<file path="config.mk">
export PLATFORM = sky130hd
export DESIGN_NAME = refsw_guard
export DESIGN_NICKNAME = d
export VERILOG_FILES = /design/src/rtl/refsw_pkg.sv /design/src/rtl/refsw_sync.sv /design/src/rtl/refsw_datapath.sv /design/src/rtl/refsw_ctrl.sv /design/src/rtl/refsw_guard.sv
export SDC_FILE = /design/constraint.sdc
export NUM_CORES = 1
export LEC_CHECK = 0
export CELL_PAD_IN_SITES_DETAIL_PLACEMENT = 2
export CELL_PAD_IN_SITES_GLOBAL_PLACEMENT = 2
export CORE_MARGIN = 2
export CORE_UTILIZATION = 34
export DETAILED_ROUTE_END_ITERATION = 16
export GPL_TIMING_DRIVEN = 1
export PLACE_DENSITY = 0.71
export SLEW_MARGIN = 20
export SYNTH_ARGS = -nofsm -noshare
export SYNTH_HDL_FRONTEND = slang
export SYNTH_HIERARCHICAL = 1
export SYNTH_SLANG_ARGS = --single-unit
</file>
<file path="constraint.sdc">
create_clock -name clk -period 1.8 [get_ports clk]
set_input_delay 0.36 -clock clk [delete_from_list [all_inputs] [get_ports clk]]
set_output_delay 0.36 -clock clk [all_outputs]
set_load 0.05 [all_outputs]
</file>
<file path="src/rtl/refsw_pkg.sv">
package refsw_pkg;

  // Strobes from the control unit to the detection datapath.
  typedef struct packed {
    logic clearFlags;     // drop both sticky failure flags
    logic restartWindow;  // zero both edge counters
  } ctlStrb_t;

  localparam int NUM_REFS = 2;

endpackage

</file>
<file path="src/rtl/refsw_sync.sv">
module refsw_sync #(
  parameter int W      = 1,
  parameter int STAGES = 2
) (
  input  logic         clk,
  input  logic [W-1:0] d,
  output logic [W-1:0] q
);

  logic [W-1:0] stg [STAGES];

  always_ff @(posedge clk) begin
    stg[0] <= d;
    for (int i = 1; i < STAGES; i++) begin
      stg[i] <= stg[i-1];
    end
  end

  assign q = stg[STAGES-1];

endmodule

</file>
<file path="src/rtl/refsw_datapath.sv">
module refsw_datapath
  import refsw_pkg::*;
#(
  parameter int WINDOW      = 4,
  parameter int SYNC_STAGES = 2
) (
  input  logic                clk,
  input  logic                rstN,
  input  logic [NUM_REFS-1:0] refIn,
  input  logic                fbIn,
  input  ctlStrb_t            strb,
  output logic [NUM_REFS-1:0] badFlag
);

  localparam int CNT_W = $clog2(WINDOW + 1);
  localparam logic [CNT_W-1:0] LAST_EDGE = CNT_W'(WINDOW - 1);
  localparam logic [CNT_W-1:0] FULL      = CNT_W'(WINDOW);

  logic [NUM_REFS:0] rawIn, syncIn, prevIn, riseIn;
  logic [NUM_REFS-1:0] refRise;
  logic fbRise;

  assign rawIn = {fbIn, refIn};

  refsw_sync #(.W(NUM_REFS + 1), .STAGES(SYNC_STAGES)) u_sync (
    .clk(clk),
    .d  (rawIn),
    .q  (syncIn)
  );

  // Previous sample; during reset it tracks the input so no edge is seen at release.
  always_ff @(posedge clk) begin
    prevIn <= syncIn;
  end

  assign riseIn  = syncIn & ~prevIn & {(NUM_REFS + 1){rstN}};
  assign refRise = riseIn[NUM_REFS-1:0];
  assign fbRise  = riseIn[NUM_REFS];

  for (genvar g = 0; g < NUM_REFS; g++) begin : g_ref
    logic [CNT_W-1:0] edgeCnt;

    always_ff @(posedge clk) begin
      if (!rstN || strb.restartWindow) begin
        edgeCnt <= '0;
      end else if (refRise[g]) begin
        edgeCnt <= '0;
      end else if (fbRise && edgeCnt != FULL) begin
        edgeCnt <= edgeCnt + 1'b1;
      end
    end

    always_ff @(posedge clk) begin
      if (!rstN || strb.clearFlags) begin
        badFlag[g] <= 1'b0;
      end else if (fbRise && !refRise[g] && edgeCnt >= LAST_EDGE) begin
        badFlag[g] <= 1'b1;
      end
    end
  end

endmodule

</file>
<file path="src/rtl/refsw_ctrl.sv">
module refsw_ctrl
  import refsw_pkg::*;
#(
  parameter int HOLD_CYCLES = 2,
  parameter int SYNC_STAGES = 2
) (
  input  logic                clk,
  input  logic                rstN,
  input  logic                selIn,
  input  logic                overrideIn,
  input  logic                alarmRstN,
  input  logic [NUM_REFS-1:0] badFlag,
  output ctlStrb_t            strb,
  output logic                clkSel,
  output logic [NUM_REFS-1:0] muxSel
);

  localparam int HOLD_W = $clog2(HOLD_CYCLES + 1);
  localparam logic [HOLD_W-1:0] HOLD_LOAD = HOLD_W'(HOLD_CYCLES - 1);

  logic alarmS, ovrS, selS;
  logic alarmPrev, alarmFall;
  logic activeBad, otherBad, wantSwitch, holdFree;
  logic nextSel, selChanged;
  logic [HOLD_W-1:0] holdCnt;

  refsw_sync #(.W(3), .STAGES(SYNC_STAGES)) u_sync (
    .clk(clk),
    .d  ({alarmRstN, overrideIn, selIn}),
    .q  ({alarmS, ovrS, selS})
  );

  // One-shot on the falling edge of the synchronized alarm reset.
  always_ff @(posedge clk) begin
    if (!rstN) alarmPrev <= 1'b0;
    else       alarmPrev <= alarmS;
  end

  assign alarmFall          = alarmPrev & ~alarmS;
  assign strb.clearFlags    = alarmFall;
  assign strb.restartWindow = alarmFall;

  assign activeBad  = badFlag[clkSel];
  assign otherBad   = badFlag[!clkSel];
  assign holdFree   = (holdCnt == '0);
  assign wantSwitch = ovrS ? (selS != clkSel) : (activeBad && !otherBad);

  always_comb begin
    nextSel = clkSel;
    if (alarmFall) begin
      nextSel = selS;
    end else if (holdFree && wantSwitch) begin
      nextSel = ~clkSel;
    end
  end

  assign selChanged = (nextSel != clkSel);

  always_ff @(posedge clk) begin
    if (!rstN) begin
      clkSel  <= selIn;
      muxSel  <= {selIn, ~selIn};
      holdCnt <= '0;
    end else begin
      clkSel <= nextSel;
      muxSel <= {nextSel, ~nextSel};
      if (selChanged)      holdCnt <= HOLD_LOAD;
      else if (!holdFree)  holdCnt <= holdCnt - 1'b1;
    end
  end

endmodule

</file>
<file path="src/rtl/refsw_guard.sv">
module refsw_guard
  import refsw_pkg::*;
#(
  parameter int WINDOW      = 4,
  parameter int HOLD_CYCLES = 2,
  parameter int SYNC_STAGES = 2
) (
  input  logic       clk,
  input  logic       rstN,
  input  logic       ref0In,
  input  logic       ref1In,
  input  logic       fbIn,
  input  logic       selIn,
  input  logic       overrideIn,
  input  logic       alarmRstN,
  output logic       bad0,
  output logic       bad1,
  output logic       clkSel,
  output logic [1:0] muxSel
);

  ctlStrb_t ctlStrb;
  logic [NUM_REFS-1:0] badFlag;

  refsw_datapath #(.WINDOW(WINDOW), .SYNC_STAGES(SYNC_STAGES)) u_dp (
    .clk    (clk),
    .rstN   (rstN),
    .refIn  ({ref1In, ref0In}),
    .fbIn   (fbIn),
    .strb   (ctlStrb),
    .badFlag(badFlag)
  );

  refsw_ctrl #(.HOLD_CYCLES(HOLD_CYCLES), .SYNC_STAGES(SYNC_STAGES)) u_ctrl (
    .clk       (clk),
    .rstN      (rstN),
    .selIn     (selIn),
    .overrideIn(overrideIn),
    .alarmRstN (alarmRstN),
    .badFlag   (badFlag),
    .strb      (ctlStrb),
    .clkSel    (clkSel),
    .muxSel    (muxSel)
  );

  assign bad0 = badFlag[0];
  assign bad1 = badFlag[1];

endmodule

</file>
---- Word level (Yosys, flattened, before mapping) ----
Memories as Yosys holds them, arrays and structs flattened.
Index checks and enable logic that the tools add are counted.
word-level totals
  flip-flop bits (word level) ............. 17
  RAM bits ................................ 12
  output and inout bits ................... 5
  memories kept ........................... 2
cells by class
  $add $sub $neg .......................... 3
  order comparisons ....................... 4
  eq/ne operators ......................... 5
  mux-type cells .......................... 11
  bitwise logic cells ..................... 9
  reduce and logical (&&, ||, !) cells .... 18
memories
  memory             words  width  read ports  clocked after memory_dff  write ports  line              text
  u_ctrl.u_sync.stg  2      3      2           0                         2            refsw_sync.sv:10  logic [W-1:0] stg [STAGES];
  u_dp.u_sync.stg    2      3      2           0                         2            refsw_sync.sv:10
operators by type and width
  cell                                                               count
  two-way mux 1 bit                                                  10
  logical AND 1 bit                                                  8
  adder 3 x 1 -> 3 bit, second input constant                        2
  AND 3 bit                                                          2
  greater-or-equal comparator 3 x 2 -> 1 bit, second input constant  2
  inequality test 3 bit, second input constant                       2
  OR reduction 2 bit                                                 3
  zero test 1 bit                                                    5
  NOT 1 bit                                                          5
  < comparator 1 x 2 -> 1 bit, second input constant                 2
  NOT 3 bit                                                          1
  zero test 2 bit                                                    1
  two-way mux 2 bit                                                  1
  inequality test 1 bit                                              2
  inequality test 2 bit, second input constant                       1
  subtractor 2 x 1 -> 2 bit, second input constant                   1
  AND 1 bit                                                          1
  logical OR 1 bit                                                   1

---- Logic depth before layout (Yosys ltp) ----
  word-level depth ........................ 11
  mapped depth ............................ 7

---- Cells and area by module ----
The synthesis kept the hierarchy.
modules (own cells, without submodules)
  module          times used  cells an instance  area each (µm²)  sequential area each (µm²)
  refsw_datapath  1           59                 538.0            220.2
  refsw_ctrl      1           36                 325.3            100.1
  refsw_sync      2           9                  142.6            120.1

---- Least setup slack after synthesis ----
Ideal clock, no wire load.
  path type ............................... reg2reg
  start point ............................. reg u_dp.badFlag[1]
  end point ............................... reg u_ctrl.clkSel
  setup time .............................. 123 ps
  arrival time ............................ 1300 ps
  path slack .............................. 377 ps
  stages on the path, launching flop included .. 5
  period minus slack after synthesis ...... 1423 ps
  cells stage by stage .................... dfxtp_1 > nor2b_1 > o21ai_0 > a211oi_2 > o2bb2ai_1
on the way
  word-level cells in the longest chain between the ends .. 9
  elaborated cells between the ends (all ways) .. 11
  classes of those cells .................. mux: 8; reduce/logical: 3
RTL lines
  element                                                line                  text
  start, declared                                        refsw_datapath.sv:12  output logic [NUM_REFS-1:0] badFlag
  start signal, assigned by index                        refsw_datapath.sv:55  badFlag[g] <= 1'b0;
  start signal, assigned by index                        refsw_datapath.sv:57  badFlag[g] <= 1'b1;
  two-way mux 1 bit (implied by the code) (2 in series)  refsw_ctrl.sv:44      assign otherBad = badFlag[!clkSel];
  zero test 1 bit                                        refsw_ctrl.sv:46      assign wantSwitch = ovrS ? (selS != clkSel) : (activeBad && !otherBad);
  logical AND 1 bit (*)                                  refsw_ctrl.sv:46
  two-way mux 1 bit (*)                                  refsw_ctrl.sv:46
  logical AND 1 bit (*)                                  refsw_ctrl.sv:52      end else if (holdFree && wantSwitch) begin
  two-way mux 1 bit (*)                                  refsw_ctrl.sv:52
  two-way mux 1 bit (*)                                  refsw_ctrl.sv:50      if (alarmFall) begin
  two-way mux 1 bit (*)                                  refsw_ctrl.sv:60      if (!rstN) begin
  end signal, assigned                                   refsw_ctrl.sv:61      clkSel <= selIn;
  end signal, assigned                                   refsw_ctrl.sv:65      clkSel <= nextSel;
  end, declared                                          refsw_ctrl.sv:14      output logic clkSel,
Mark *: on every way between the ends. The rest lies on a longest branch, timed or not. The select of a mux whose other input is x is not followed.
A chain may end at the register's enable or synchronous reset.

---- Worst setup path in the final report ----
  start point ............................. reg u_ctrl.holdCnt[0]
  end point ............................... reg u_ctrl.holdCnt[0]
on the way
  word-level cells in the longest chain between the ends .. 6
  elaborated cells between the ends (all ways) .. 9
  classes of those cells .................. add/sub: 1; eq/ne: 2; mux: 4; reduce/logical: 2
RTL lines
  element                                                                             line              text
  start, declared                                                                     refsw_ctrl.sv:25  logic [HOLD_W-1:0] holdCnt;
  start signal, assigned                                                              refsw_ctrl.sv:68  else if (!holdFree) holdCnt <= holdCnt - 1'b1;
  zero test 2 bit                                                                     refsw_ctrl.sv:45  assign holdFree = (holdCnt == '0);
  logical AND 1 bit                                                                   refsw_ctrl.sv:52
  two-way mux 1 bit                                                                   refsw_ctrl.sv:52
  two-way mux 1 bit                                                                   refsw_ctrl.sv:50
  inequality test 1 bit                                                               refsw_ctrl.sv:57  assign selChanged = (nextSel != clkSel);
  inequality test 2 bit (no source line) / two-way mux 1 bit (equally long branches)  --
Parallel ways exist; a longest one is shown, timed or not. The select of a mux whose other input is x is not followed.

==> summary.md <==
| Metric | Value |
|---|---|
| RR Startpoint | `u_ctrl/holdCnt[0]$_SDFFE_PN0P_` |
| CTS Buf Count | `3` |
| DP Worst Slack | `0.157 ns` |
| First-pass iteration count of the detailed router | `3` |
| Initial antenna violation count | `0` |
| Worst setup EP type | `flop` |
| Finished Cell Area | `1290 um^2` |
| Row count | `21` |
| Cells after Synth | `113` |
| F_max | `675 MHz` |
| Worst-Skew Late Latency | `0.33 ns` |
| Leakage power | `0.535 nW` |
| R2R Setup Slk | `0.32 ns` |
| Pin count of the biggest net entering global routing | `17` |
| GP Congestion | `0.716` |
| #FFs+latches synth | `28` |
| Total of max-cap violations | `0` |
| Worst hold path type | `reg2reg` |
| Worst Skew | `0.00138 ns` |
| First-pass GRT wire length | `3890 um` |
| Hold buffers post-CTS | `0` |
| Startpoint types | `flop` |
| Residual DRC | `0` |
| Post-CTS Repair Setup Buffers | `0` |
| Peak VDD IR | `491 uV` |
| Syn_nets | `128` |
| Global route overflow | `0` |
| Setup CP Type | `reg2reg` |
| DIE WIDTH | `62.1 um` |
| Final Hold Vio Count | `0` |
| Power per Cell Area | `1080 nW/um^2` |
| Post-Route WL | `2270 um` |
| Finished Core Util | `0.394` |
| # port buffers | `12` |
| Crit share post-route | `0.823` |
| Crit path time final | `1.48 ns` |
| Post-synth top area share | `0.488` |
| Slew of the pin with the lowest slew margin | `0.279 ns` |
| Chip Height | `62.1 um` |
| Setup Viol. Count Final | `0` |
| DR vias/cell | `4.81` |
| Slew margin rel. | `0.812` |
| Post-synthesis sequential area ratio | `0.488` |
| Synth area leaders | `dfxtp_1 49%, ha_1 7.6%, buf_4 6.5%` |
| Clock Path Buffers | `2` |
| Outcome | `complete, no violations` |
| WP data required | `2.09 ns` |
| Synth Area per Inst | `10.2 um^2` |
| Clock Tree Root | `clkbuf_4` |
| Core ar. | `3280 um^2` |
| Hold_sp | `u_ctrl/u_sync/stg[0][0]$_DFF_P_` |
| Tot GR Track Use | `0.130` |
| Initial Utilization | `0.350` |
| Synthesis-to-finish area growth | `12.6%` |
| Yosys warnings | `6` |
| Final setup margin | `0.318 ns` |
| H-tree levels | `1` |
| Filler cells | `374` |
| Number of I/O pins | `13` |
| Hold Slack | `0.347 ns` |
| Final Slew Violations | `0` |
| Critical Path Start | `u_ctrl/holdCnt[0]$_SDFFE_PN0P_` |
| Resized cells post-CTS | `0` |
| Nets | `135` |
| Vias | `793` |
| TritonCTS clock tree | `yes` |
| RSZ-0062 raised after global routing | `no` |
| Antenna-violating nets left | `0` |
| Synth Cell Area | `1150 um^2` |
| ANT cells | `0` |
| TritonCTS Sinks | `28` |
| DR iter-0 viols | `52` |
| Fraction of layout cells with a size suffix above 1 | `0.134` |
| Full die area | `3860 um^2` |
| WP data arrival | `1.77 ns` |
| DP Area | `1240 um^2` |
| Post-DP HPWL | `1780 um` |
| Yosys cell types | `35` |
| Worst-path fanout max | `8` |
| Largest area contributor in the netlist | `dfxtp_1` |
| Drt wl/cell | `13.8 um` |
| Number of global-route vias before repair | `866` |
| Setup TNS | `0 ns` |
| Worst-path clk slew | `0.15 ns` |
## power by group
group / leakage, nW / internal, mW / switching, mW / total, mW
Combinational: 0.274 / 0.125 / 0.161 / 0.285
Clock: 0.0279 / 0.225 / 0.193 / 0.418
Sequential: 0.233 / 0.669 / 0.0296 / 0.698
## layout by cell type (no fill, tap or decap), types with 2 or more instances in the layout
| master | netlist | final |
|---|---|---|
| nand3_1 | 2 | 2 |
| inv_1 | 10 | 10 |
| a211o_1 | 2 | 2 |
| clkbuf_4 | 0 | 3 |
| clkdlybuf4s50_1 | 0 | 7 |
| a31oi_1 | 2 | 2 |
| o21ai_0 | 8 | 8 |
| dfxtp_1 | 28 | 28 |
| ha_1 | 7 | 7 |
| buf_4 | 10 | 6 |
| nor2_1 | 3 | 3 |
| o21a_1 | 2 | 2 |
| and2_1 | 2 | 2 |
| nand2_1 | 4 | 4 |
| a21oi_1 | 8 | 8 |
| nand2b_1 | 4 | 4 |
## sequential cells by signal, summed over array words and instances (netlist names)
register            flops
u_dp/badFlag            2
u_dp/g_ref.edgeCnt      6
u_ctrl/holdCnt          2
u_dp/prevIn             3
u_ctrl/alarmPrev        1
u_dp/u_sync/stg         6
u_ctrl/u_sync/stg       6
u_ctrl/clkSel           1
u_ctrl/muxSel           1
## through the flow
stage          std cells  power [mW]
3_3_place_gp         161       0.985
5_1_grt              165        1.48
4_1_cts              165        1.42
3_5_place_dp         161        1.00
2_1_floorplan        113       0.950
6_report             165        1.40
## final timing paths
check                                                        to  depth (start not counted)
worst max-delay path             u_ctrl/holdCnt[0]$_SDFFE_PN0P_                          6
worst min-delay path            u_ctrl/u_sync/stg[0][3]$_DFF_P_                          0
worst max register to register   u_ctrl/holdCnt[0]$_SDFFE_PN0P_                          6
worst min register to register  u_ctrl/u_sync/stg[0][3]$_DFF_P_                          0
## metal layers
layer	up-vias	share of wire	GRT usage
met4	0	0.029	0.0806
li1	389	-	-
met2	14	0.51	0.228
met1	384	0.43	0.142
met3	6	0.028	0.0290
met5	-	0	0
## worst max-delay path, stage by stage (launching register included)
cell	delay [ns]
dfxtp_1	0.35
inv_1	0.06
ha_1	0.31
nand2_1	0.09
a21o_1	0.19
a32oi_1	0.28
o21a_1	0.17
## kinds of logic after synthesis
family          count (synthesis)  synth area share
xor+xnor                        1           0.00763
buf+inv                        21             0.102
fa+ha+maj                       7            0.0762
simple gates                   28             0.164
flops                          28             0.488
compound gates                 28             0.161
## final cells by class
cell class                 instances  area [um^2]  share of cell area
sequential                        28          561               0.433
multi-input combinational         64          470               0.364
clock buffer                       3         22.5              0.0174
inverter                          10         37.5              0.0290
timing repair buffer              13          115              0.0890
tap                               46         57.6              0.0445
clock inverter                     1         30.0              0.0232
## synth_stat cells
cell / n
or2b_1: 1
or3_1: 1
nor3b_1: 1
nor3_1: 1
nand3b_1: 1
a32oi_1: 1
o211ai_1: 1
nand3b_4: 1
xnor2_1: 1
ha_1: 7
nand4b_1: 1
and2_1: 2
and3b_1: 1
a21oi_1: 8
and2_4: 1
buf_4: 10
nor2b_1: 1
a211o_1: 2
o21ai_0: 8
dfxtp_1: 28
o21a_1: 2
nand2b_4: 1
nor2_1: 3
buf_2: 1
and2_0: 1
a2bb2oi_2: 1
a31oi_1: 2
a211oi_2: 1
inv_1: 10
nor2b_2: 1
nand2b_1: 4
o2bb2ai_1: 1
nand2_1: 4
a21o_1: 1
nand3_1: 2
(Power assumes the default switching activity.)
